===== src/rtl/tlm_pkg.sv =====
`timescale 1ns/1ps
package tlm_pkg;
  localparam int TLM_AXES = 3;

  typedef enum logic [1:0] {
    ST_IDLE,
    ST_PRE,
    ST_WORD,
    ST_END
  } tlm_state_e;
endpackage


===== src/rtl/tlm_capture.sv =====
`timescale 1ns/1ps
module tlm_capture #(
  parameter int COMP_W = 24,
  parameter int WORD_W = 16,
  parameter int AXES   = 3,
  localparam int EXT_W = 2 * WORD_W,
  localparam int NW    = 2 * AXES
) (
  input  logic                   clk,
  input  logic                   rst,
  input  logic                   load,
  input  logic [AXES*COMP_W-1:0] comp_flat,
  output logic [NW*WORD_W-1:0]   words_flat
);
  logic [COMP_W-1:0] comp_q [AXES];

  for (genvar c = 0; c < AXES; c++) begin : g_axis
    logic [EXT_W-1:0] ext;

    always_ff @(posedge clk) begin
      if (rst) begin
        comp_q[c] <= '0;
      end else if (load) begin
        comp_q[c] <= comp_flat[c*COMP_W +: COMP_W];
      end
    end

    always_comb begin
      ext = {{(EXT_W-COMP_W){comp_q[c][COMP_W-1]}}, comp_q[c]};
    end

    assign words_flat[(2*c)*WORD_W   +: WORD_W] = ext[EXT_W-1 -: WORD_W];
    assign words_flat[(2*c+1)*WORD_W +: WORD_W] = ext[WORD_W-1:0];
  end
endmodule


===== src/rtl/tlm_frame_seq.sv =====
`timescale 1ns/1ps
module tlm_frame_seq
  import tlm_pkg::*;
#(
  parameter int PRE_LEN = 17,
  parameter int WORD_W  = 16,
  parameter int NW      = 6,
  localparam int PCW    = $clog2(PRE_LEN),
  localparam int SCW    = $clog2(WORD_W + 1),
  localparam int WCW    = $clog2(NW)
) (
  input  logic           clk,
  input  logic           rst,
  input  logic           start_req,
  output logic           accept,
  output tlm_state_e     st,
  output logic [WCW-1:0] widx,
  output logic [SCW-1:0] slot
);
  logic [PCW-1:0] pre_cnt;

  assign accept = (st == ST_IDLE) && start_req;

  always_ff @(posedge clk) begin
    if (rst) begin
      st      <= ST_IDLE;
      pre_cnt <= '0;
      slot    <= '0;
      widx    <= '0;
    end else begin
      case (st)
        ST_IDLE: begin
          if (accept) begin
            st      <= ST_PRE;
            pre_cnt <= '0;
          end
        end
        ST_PRE: begin
          if (pre_cnt == PCW'(PRE_LEN - 1)) begin
            st   <= ST_WORD;
            slot <= '0;
            widx <= '0;
          end else begin
            pre_cnt <= pre_cnt + 1'b1;
          end
        end
        ST_WORD: begin
          if (slot == SCW'(WORD_W)) begin
            slot <= '0;
            if (widx == WCW'(NW - 1)) begin
              st <= ST_END;
            end else begin
              widx <= widx + 1'b1;
            end
          end else begin
            slot <= slot + 1'b1;
          end
        end
        default: st <= ST_IDLE;
      endcase
    end
  end


  pre_only_from_idle_chk: assert property (@(posedge clk) disable iff (rst)
    (st != ST_IDLE) |=> (st != ST_PRE) || ($past(st) == ST_PRE));


  word_index_range_chk: assert property (@(posedge clk) disable iff (rst)
    (st == ST_WORD) |-> (int'(widx) < NW) && (int'(slot) <= WORD_W));
endmodule


===== src/rtl/tlm_bit_pick.sv =====
`timescale 1ns/1ps
module tlm_bit_pick #(
  parameter int WORD_W = 16,
  parameter int NW     = 6,
  localparam int SCW   = $clog2(WORD_W + 1),
  localparam int WCW   = $clog2(NW),
  localparam int BW    = $clog2(WORD_W)
) (
  input  logic [NW*WORD_W-1:0] words_flat,
  input  logic [WCW-1:0]       widx,
  input  logic [SCW-1:0]       slot,
  input  logic                 in_word,
  output logic                 bit_out
);
  logic [WORD_W-1:0] cur;
  logic [BW-1:0]     bpos;

  always_comb begin
    cur  = words_flat[int'(widx)*WORD_W +: WORD_W];
    bpos = BW'(WORD_W - int'(slot));
    if (!in_word) begin
      bit_out = 1'b0;
    end else if (slot == '0) begin
      bit_out = 1'b1;
    end else begin
      bit_out = cur[bpos];
    end
  end
endmodule


===== src/rtl/tlm_vec_ser.sv =====
`timescale 1ns/1ps
module tlm_vec_ser
  import tlm_pkg::*;
#(
  parameter int COMP_W  = 24,
  parameter int WORD_W  = 16,
  parameter int PRE_LEN = 17
) (
  input  logic              clk,
  input  logic              rst,
  input  logic              send,
  input  logic [COMP_W-1:0] vec_x,
  input  logic [COMP_W-1:0] vec_y,
  input  logic [COMP_W-1:0] vec_z,
  output logic              tlm_line,
  output logic              tlm_busy
);
  localparam int NW      = 2 * TLM_AXES;
  localparam int MSG_LEN = PRE_LEN + NW * (WORD_W + 1) + 1;
  localparam int SCW     = $clog2(WORD_W + 1);
  localparam int WCW     = $clog2(NW);
  localparam int RCW     = $clog2(MSG_LEN + 1) + 1;

  logic                  accept;
  tlm_state_e            st;
  logic [WCW-1:0]        widx;
  logic [SCW-1:0]        slot;
  logic [NW*WORD_W-1:0]  words_flat;
  logic                  bit_now;

  tlm_frame_seq #(.PRE_LEN(PRE_LEN), .WORD_W(WORD_W), .NW(NW)) u_seq (
    .clk       (clk),
    .rst       (rst),
    .start_req (send && !tlm_busy),
    .accept    (accept),
    .st        (st),
    .widx      (widx),
    .slot      (slot)
  );

  tlm_capture #(.COMP_W(COMP_W), .WORD_W(WORD_W), .AXES(TLM_AXES)) u_cap (
    .clk        (clk),
    .rst        (rst),
    .load       (accept),
    .comp_flat  ({vec_z, vec_y, vec_x}),
    .words_flat (words_flat)
  );

  tlm_bit_pick #(.WORD_W(WORD_W), .NW(NW)) u_pick (
    .words_flat (words_flat),
    .widx       (widx),
    .slot       (slot),
    .in_word    (st == ST_WORD),
    .bit_out    (bit_now)
  );

  always_ff @(posedge clk) begin
    if (rst) begin
      tlm_line <= 1'b0;
      tlm_busy <= 1'b0;
    end else begin
      tlm_line <= bit_now;
      tlm_busy <= (st != ST_IDLE);
    end
  end

  logic [RCW-1:0] busy_run;
  always_ff @(posedge clk) begin
    if (rst) begin
      busy_run <= '0;
    end else begin
      busy_run <= tlm_busy ? busy_run + 1'b1 : '0;
    end
  end


  busy_length_chk: assert property (@(posedge clk) disable iff (rst)
    $fell(tlm_busy) |-> (busy_run == RCW'(MSG_LEN)));


  idle_line_low_chk: assert property (@(posedge clk) disable iff (rst)
    !tlm_busy |-> !tlm_line);


  words_held_chk: assert property (@(posedge clk) disable iff (rst)
    (tlm_busy && $past(tlm_busy)) |-> $stable(words_flat));


  no_accept_busy_chk: assert property (@(posedge clk) disable iff (rst)
    tlm_busy |-> !accept);
endmodule


===== config.mk =====
export PLATFORM = sky130hd
export DESIGN_NAME = tlm_vec_ser
export DESIGN_NICKNAME = d
export VERILOG_FILES = /design/src/rtl/tlm_pkg.sv /design/src/rtl/tlm_capture.sv /design/src/rtl/tlm_frame_seq.sv /design/src/rtl/tlm_bit_pick.sv /design/src/rtl/tlm_vec_ser.sv
export SDC_FILE = /design/constraint.sdc
export NUM_CORES = 1
export LEC_CHECK = 0
export BUFFER_PORTS_ARGS = -buffer_cell sky130_fd_sc_hd__buf_2
export CORE_MARGIN = 2
export CORE_UTILIZATION = 35
export CTS_CLUSTER_SIZE = 25
export DETAILED_ROUTE_END_ITERATION = 10
export PLACE_DENSITY_LB_ADDON = 0.08
export SYNTH_ARGS = -nofsm -noshare
export SYNTH_HDL_FRONTEND = slang
export SYNTH_HIERARCHICAL = 1
export SYNTH_SLANG_ARGS = --single-unit

===== constraint.sdc =====
create_clock -name clk -period 3.8 [get_ports clk]
set_input_delay 0.38 -clock clk [delete_from_list [all_inputs] [get_ports clk]]
set_output_delay 0.38 -clock clk [all_outputs]
set_load 0.02 [all_outputs]

# After elaboration in Yosys (flattened, before gate mapping)
# Memory sizes are Yosys's and may differ from the RTL's.
# Index checks and enable logic that the tools add are counted.
# op_classes
n_addsub,4
n_lt_le_gt_ge,1
eq_ne,11
shift,1
mux,26
bitwise_logic,4
n_reduce_logical,13
# op_table
operator,n
96-bit by 8-bit variable part select with 16-bit output,1
24-bit two-way mux,3
5-bit two-way mux,4
5-bit one-hot mux with 2 select lines,2
5-bit by 1-bit adder with 5-bit output (second input constant),2
5-bit equality test (second input constant),2
2-bit inequality test (second input constant),5
3-bit two-way mux,3
2-bit two-way mux,4
4-bit AND reduction,2
1-bit two-way mux,7
2-bit one-hot mux with 3 select lines,1
3-bit one-hot mux with 2 select lines,1
2-bit nonzero test,3
5-bit logical NOT,1
4-bit by 5-bit less-than comparator with 1-bit output (second input constant),1
1-bit binary-select mux with 4-bit select,1
1-bit by 4-bit subtractor with 4-bit output (first input constant),1
3-bit by 1-bit adder with 3-bit output (second input constant),1
3-bit equality test (second input constant),1
1-bit OR,3
3-bit AND reduction,1
2-bit by 1-bit equality test with 1-bit output (second input constant),1
2-bit equality test (second input constant),1
7 further kinds,8
# totals
regBits,17
ram_bits,72
output_inout_bits,2
wordCells,67
n_memories,1
# memory_table
name,words,word_bits,rd,rd_clocked_by_memory_dff,write_ports,line_no,source
u_cap.comp_q,3,24,3,0,3,tlm_capture.sv:15,logic [COMP_W-1:0] comp_q [AXES];

# Logic depth before layout (Yosys ltp)
# depth
ltp_word,7
depth_mapped,10
depth_no_buf,8

# Modules after synthesis
# Netlist, hierarchy kept.
# modules_own_cells
mod,n_inst,cells_per_inst,area_per_inst_um2,seq_area_each_um2
tlm_capture,1,184,3115.5,2162.1
tlm_frame_seq,1,113,960.9,300.3
tlm_bit_pick,1,69,934.6,0.0
tlm_vec_ser,1,6,68.8,40.0

# Worst setup path after synthesis
# Ideal clock, no wire load.
# synth_path
kind,flip-flop to flip-flop
start,reg u_seq.slot[0]
end,reg tlm_line
setup_time_ns,0.114
t_arrival_ns,2.918
setup_slack_ns,0.768
stages_incl_launch_ff,11
path_buffers,2
synth_period_minus_slack_ns,3.032
path_cell_list,dfxtp_1 > clkbuf_1 > clkinv_1 > ha_1 > clkbuf_1 > mux4_2 > mux4_2 > and3_1 > a31oi_1 > o311ai_1 > nor2b_1
# synth_between
elab_chain_cells,4
elab_cells_between_ends,5
# synth_lines
item,line_no,source
"start, declared",tlm_frame_seq.sv:18,output logic [SCW-1:0] slot
"start signal, assigned",tlm_frame_seq.sv:56,slot <= slot + 1'b1;
1-bit by 4-bit subtractor with 4-bit output,tlm_bit_pick.sv:20,bpos = BW'(WORD_W - int'(slot));
1-bit binary-select mux with 4-bit select,tlm_bit_pick.sv:26,bit_out = cur[bpos];
1-bit two-way mux (implied by the code),tlm_bit_pick.sv:26,
1-bit two-way mux (*),tlm_bit_pick.sv:23,end else if (slot == '0) begin
"end signal, assigned",tlm_vec_ser.sv:62,tlm_line <= bit_now;
"end, declared",tlm_vec_ser.sv:15,"output logic tlm_line,"
# Mark *: on every way between the ends. The rest lies on a longest branch, timed or not. The select of a mux whose other input is x is not followed.
# A chain may end at the register's enable or synchronous reset.

# Final worst setup path
# layout_path
start,reg u_seq.slot[1]
end,reg tlm_line
# The elaborated chain is that of the path after synthesis.

==> impl_metrics.json <==
{
  "cts_root_buf": "clkbuf_16",
  "synth_top_area_cell": "edfxtp_1",
  "synth_ff_type": "edfxtp_1",
  "maxSlewViolCount": 0,
  "fin_worst_skew_ns": 0.00383,
  "rsz0062_at_grt": "false",
  "r2r_start": "u_seq/slot[1]",
  "fin_area_um2": 5710,
  "fin_crit_ns": 2.53,
  "grt_pass1_vias": 3110,
  "synth_fp_nets": 458,
  "firstDrtPassIters": 4,
  "post_cts_resized": 0,
  "drc": 0,
  "yosys_warnings": 6,
  "worst_setup_path_start_kind": "register",
  "dp_hpwl_um": 6940,
  "clock_sinks": 89,
  "yosysMostFrequentCell": "edfxtp_1",
  "p_per_area_nw_per_um2": 559,
  "die_w_um": 124,
  "grt_start_max_net_pins": 73,
  "wire_per_inst_um": 16.7,
  "grt_use_total_pct": 13.5,
  "yosysTopAreaCellShare_pct": 42.6,
  "fin_nets": 501,
  "ant_nets": 0,
  "viasPerCell": 5.11,
  "ys_top_cells_by_area": "edfxtp_1 43%, and3b_2 9.7%, mux4_1 8.3%",
  "slew_headroom_pct": 39.6,
  "avgSynthCellArea_um2": 13.7,
  "synth-seq-cells": 89,
  "grt_use_met1_pct": 18.2,
  "synthArstFlopShare_pct": 0,
  "ys_types": 56,
  "peakVddDrop_v": 0.000244,
  "grtUsageMet3_pct": 4.30,
  "vias": 3087,
  "clockBufferDepth": 2,
  "hold_viol_final": 0,
  "place.gp.congestion": 0.763,
  "status": "complete, no violations",
  "start_util_pct": 35.4,
  "routed_wl_um": 10100,
  "path_clk_slew_ns": 0.06,
  "worst_pin_slew_ns": 0.907,
  "seq_area_frac_synth_pct": 49.3,
  "met2_usage_pct": 21.0,
  "postCtsHoldBufs": 0,
  "finalSetupViolCount": 0,
  "synth_edf_count": 72,
  "netlist_area_um2": 5080,
  "die_area_um2": 15500,
  "postPlaceCellArea_um2": 5420,
  "cts_buffers": 9,
  "min_from": "vec_x[22]",
  "worstSkewPairLatency_ns": 0.34,
  "die_y_um": 124,
  "crit_fanout": 12,
  "synthCells": 372,
  "port_buffers": 76,
  "cts_tree": "built",
  "io_pins": 77,
  "fin_crit_sh_pct": 66.6,
  "worst-setup-path-type": "reg -> reg",
  "ys_top_cells_by_count": "72 x edfxtp_1, 49 x and3b_2, 24 x buf_4, 23 x and3b_1, 19 x buf_2",
  "min_path_type": "in -> reg",
  "power_leakage_nw": 2.42,
  "post_cts_buffers": 0,
  "overflow": 0,
  "max_freq_mhz": 395,
  "cp_data_arrival_time_ns": 2.76,
  "grt_busiest_layer": "met2",
  "max_cap_viol_count": 0,
  "antenna_found_initial": 0,
  "h-tree-depth": 3,
  "core_um2": 14400,
  "drive_gt1_share_pct": 39.3,
  "rows": 44,
  "drtIter0Drc": 179,
  "grt_pass1_wl_um": 16400,
  "hold_ws_ns": 0.353,
  "antenna_cells": 0,
  "cp-startpoint": "u_seq/slot[1]",
  "required_ns": 4.02,
  "worst_setup_path_end_kind": "register",
  "fin_tns_setup_ns": 0,
  "syn_to_final_growth_pct": 12.4
}
## final timing paths
path,endpoint,depth (start not counted),slack (ns)
worst min register to register,u_seq/pre_cnt[0],1,0.51
worst max-delay path,tlm_line,8,1.27
worst max register to register,tlm_line,8,1.27
worst min-delay path,u_cap/comp_q[0][22],2,0.35
## registers in the layout, summed over array words and instances (netlist names)
signal,count
tlm_line,1
u_seq/slot,5
tlm_busy,1
u_cap/comp_q,72
u_seq/st,2
u_seq/widx,3
u_seq/pre_cnt,5
## kinds of logic after synthesis
| family | Yosys count | synth area share (%) |
|---|---|---|
| adders and majority gates | 11 | 2.71 |
| and+or+nand+nor | 127 | 20.3 |
| AOI/OAI and AO/OA | 44 | 5.71 |
| DFF | 89 | 49.3 |
| muxes | 35 | 14.1 |
| buffers and inverters | 63 | 7.36 |
| xor gates and xnor gates | 3 | 0.517 |
## where the power goes
part / switching, mW / internal, mW / total (mW)
clock network: 0.367 / 0.512 / 0.879
registers: 0.0954 / 1.33 / 1.43
logic: 0.474 / 0.410 / 0.885
## placed cells by master, fill, tap and decap left out, types with 8 or more instances in the layout
cell | netlist | routed
and3b_1 | 23 | 23
dfxtp_1 | 17 | 17
o21ai_0 | 9 | 9
mux4_1 | 16 | 16
nor2_1 | 10 | 10
and3b_2 | 49 | 49
ha_1 | 11 | 11
nor2b_1 | 8 | 8
edfxtp_1 | 72 | 72
mux4_2 | 8 | 8
inv_1 | 11 | 11
buf_2 | 19 | 76
clkbuf_16 | 0 | 9
a21oi_1 | 10 | 10
## critical path, cell delays in order (launching register included)
cell,delay (ns)
dfxtp_1,0.43
inv_1,0.07
ha_1,0.53
mux4_1,0.37
mux4_2,0.45
and3_1,0.19
a31oi_1,0.13
o311ai_1,0.10
nor2b_1,0.13
## layer usage
layer / vias up / wire length, µm
li1: 1516 / -
met1: 1498 / 4820
met2: 65 / 4790
met3: 8 / 390
met4: 0 / 110
met5: - / 0
## area by class of cell
| cell class | instances | area (µm²) |
|---|---|---|
| tap | 184 | 230 |
| inverter | 12 | 45.0 |
| clock inverter | 6 | 66.3 |
| clock buffer | 10 | 229 |
| multi-input combinational | 220 | 2200 |
| fill | 1328 | 8660 |
| timing repair buffer | 83 | 433 |
| sequential | 89 | 2500 |
## stage by stage
stage / power (mW) / instances / worst slack [ns] / utilization, %
2_1_floorplan: 2.19 / 372 / 0.768 / -
3_3_place_gp: 2.35 / 588 / 1.31 / 37.7
3_5_place_dp: 2.35 / 588 / 1.22 / 37.7
4_1_cts: 3.25 / 604 / 1.21 / 39.7
5_1_grt: 3.39 / 604 / 1.02 / 39.7
6_report: 3.19 / 604 / 1.27 / 39.7
(Power assumes the default switching activity.)
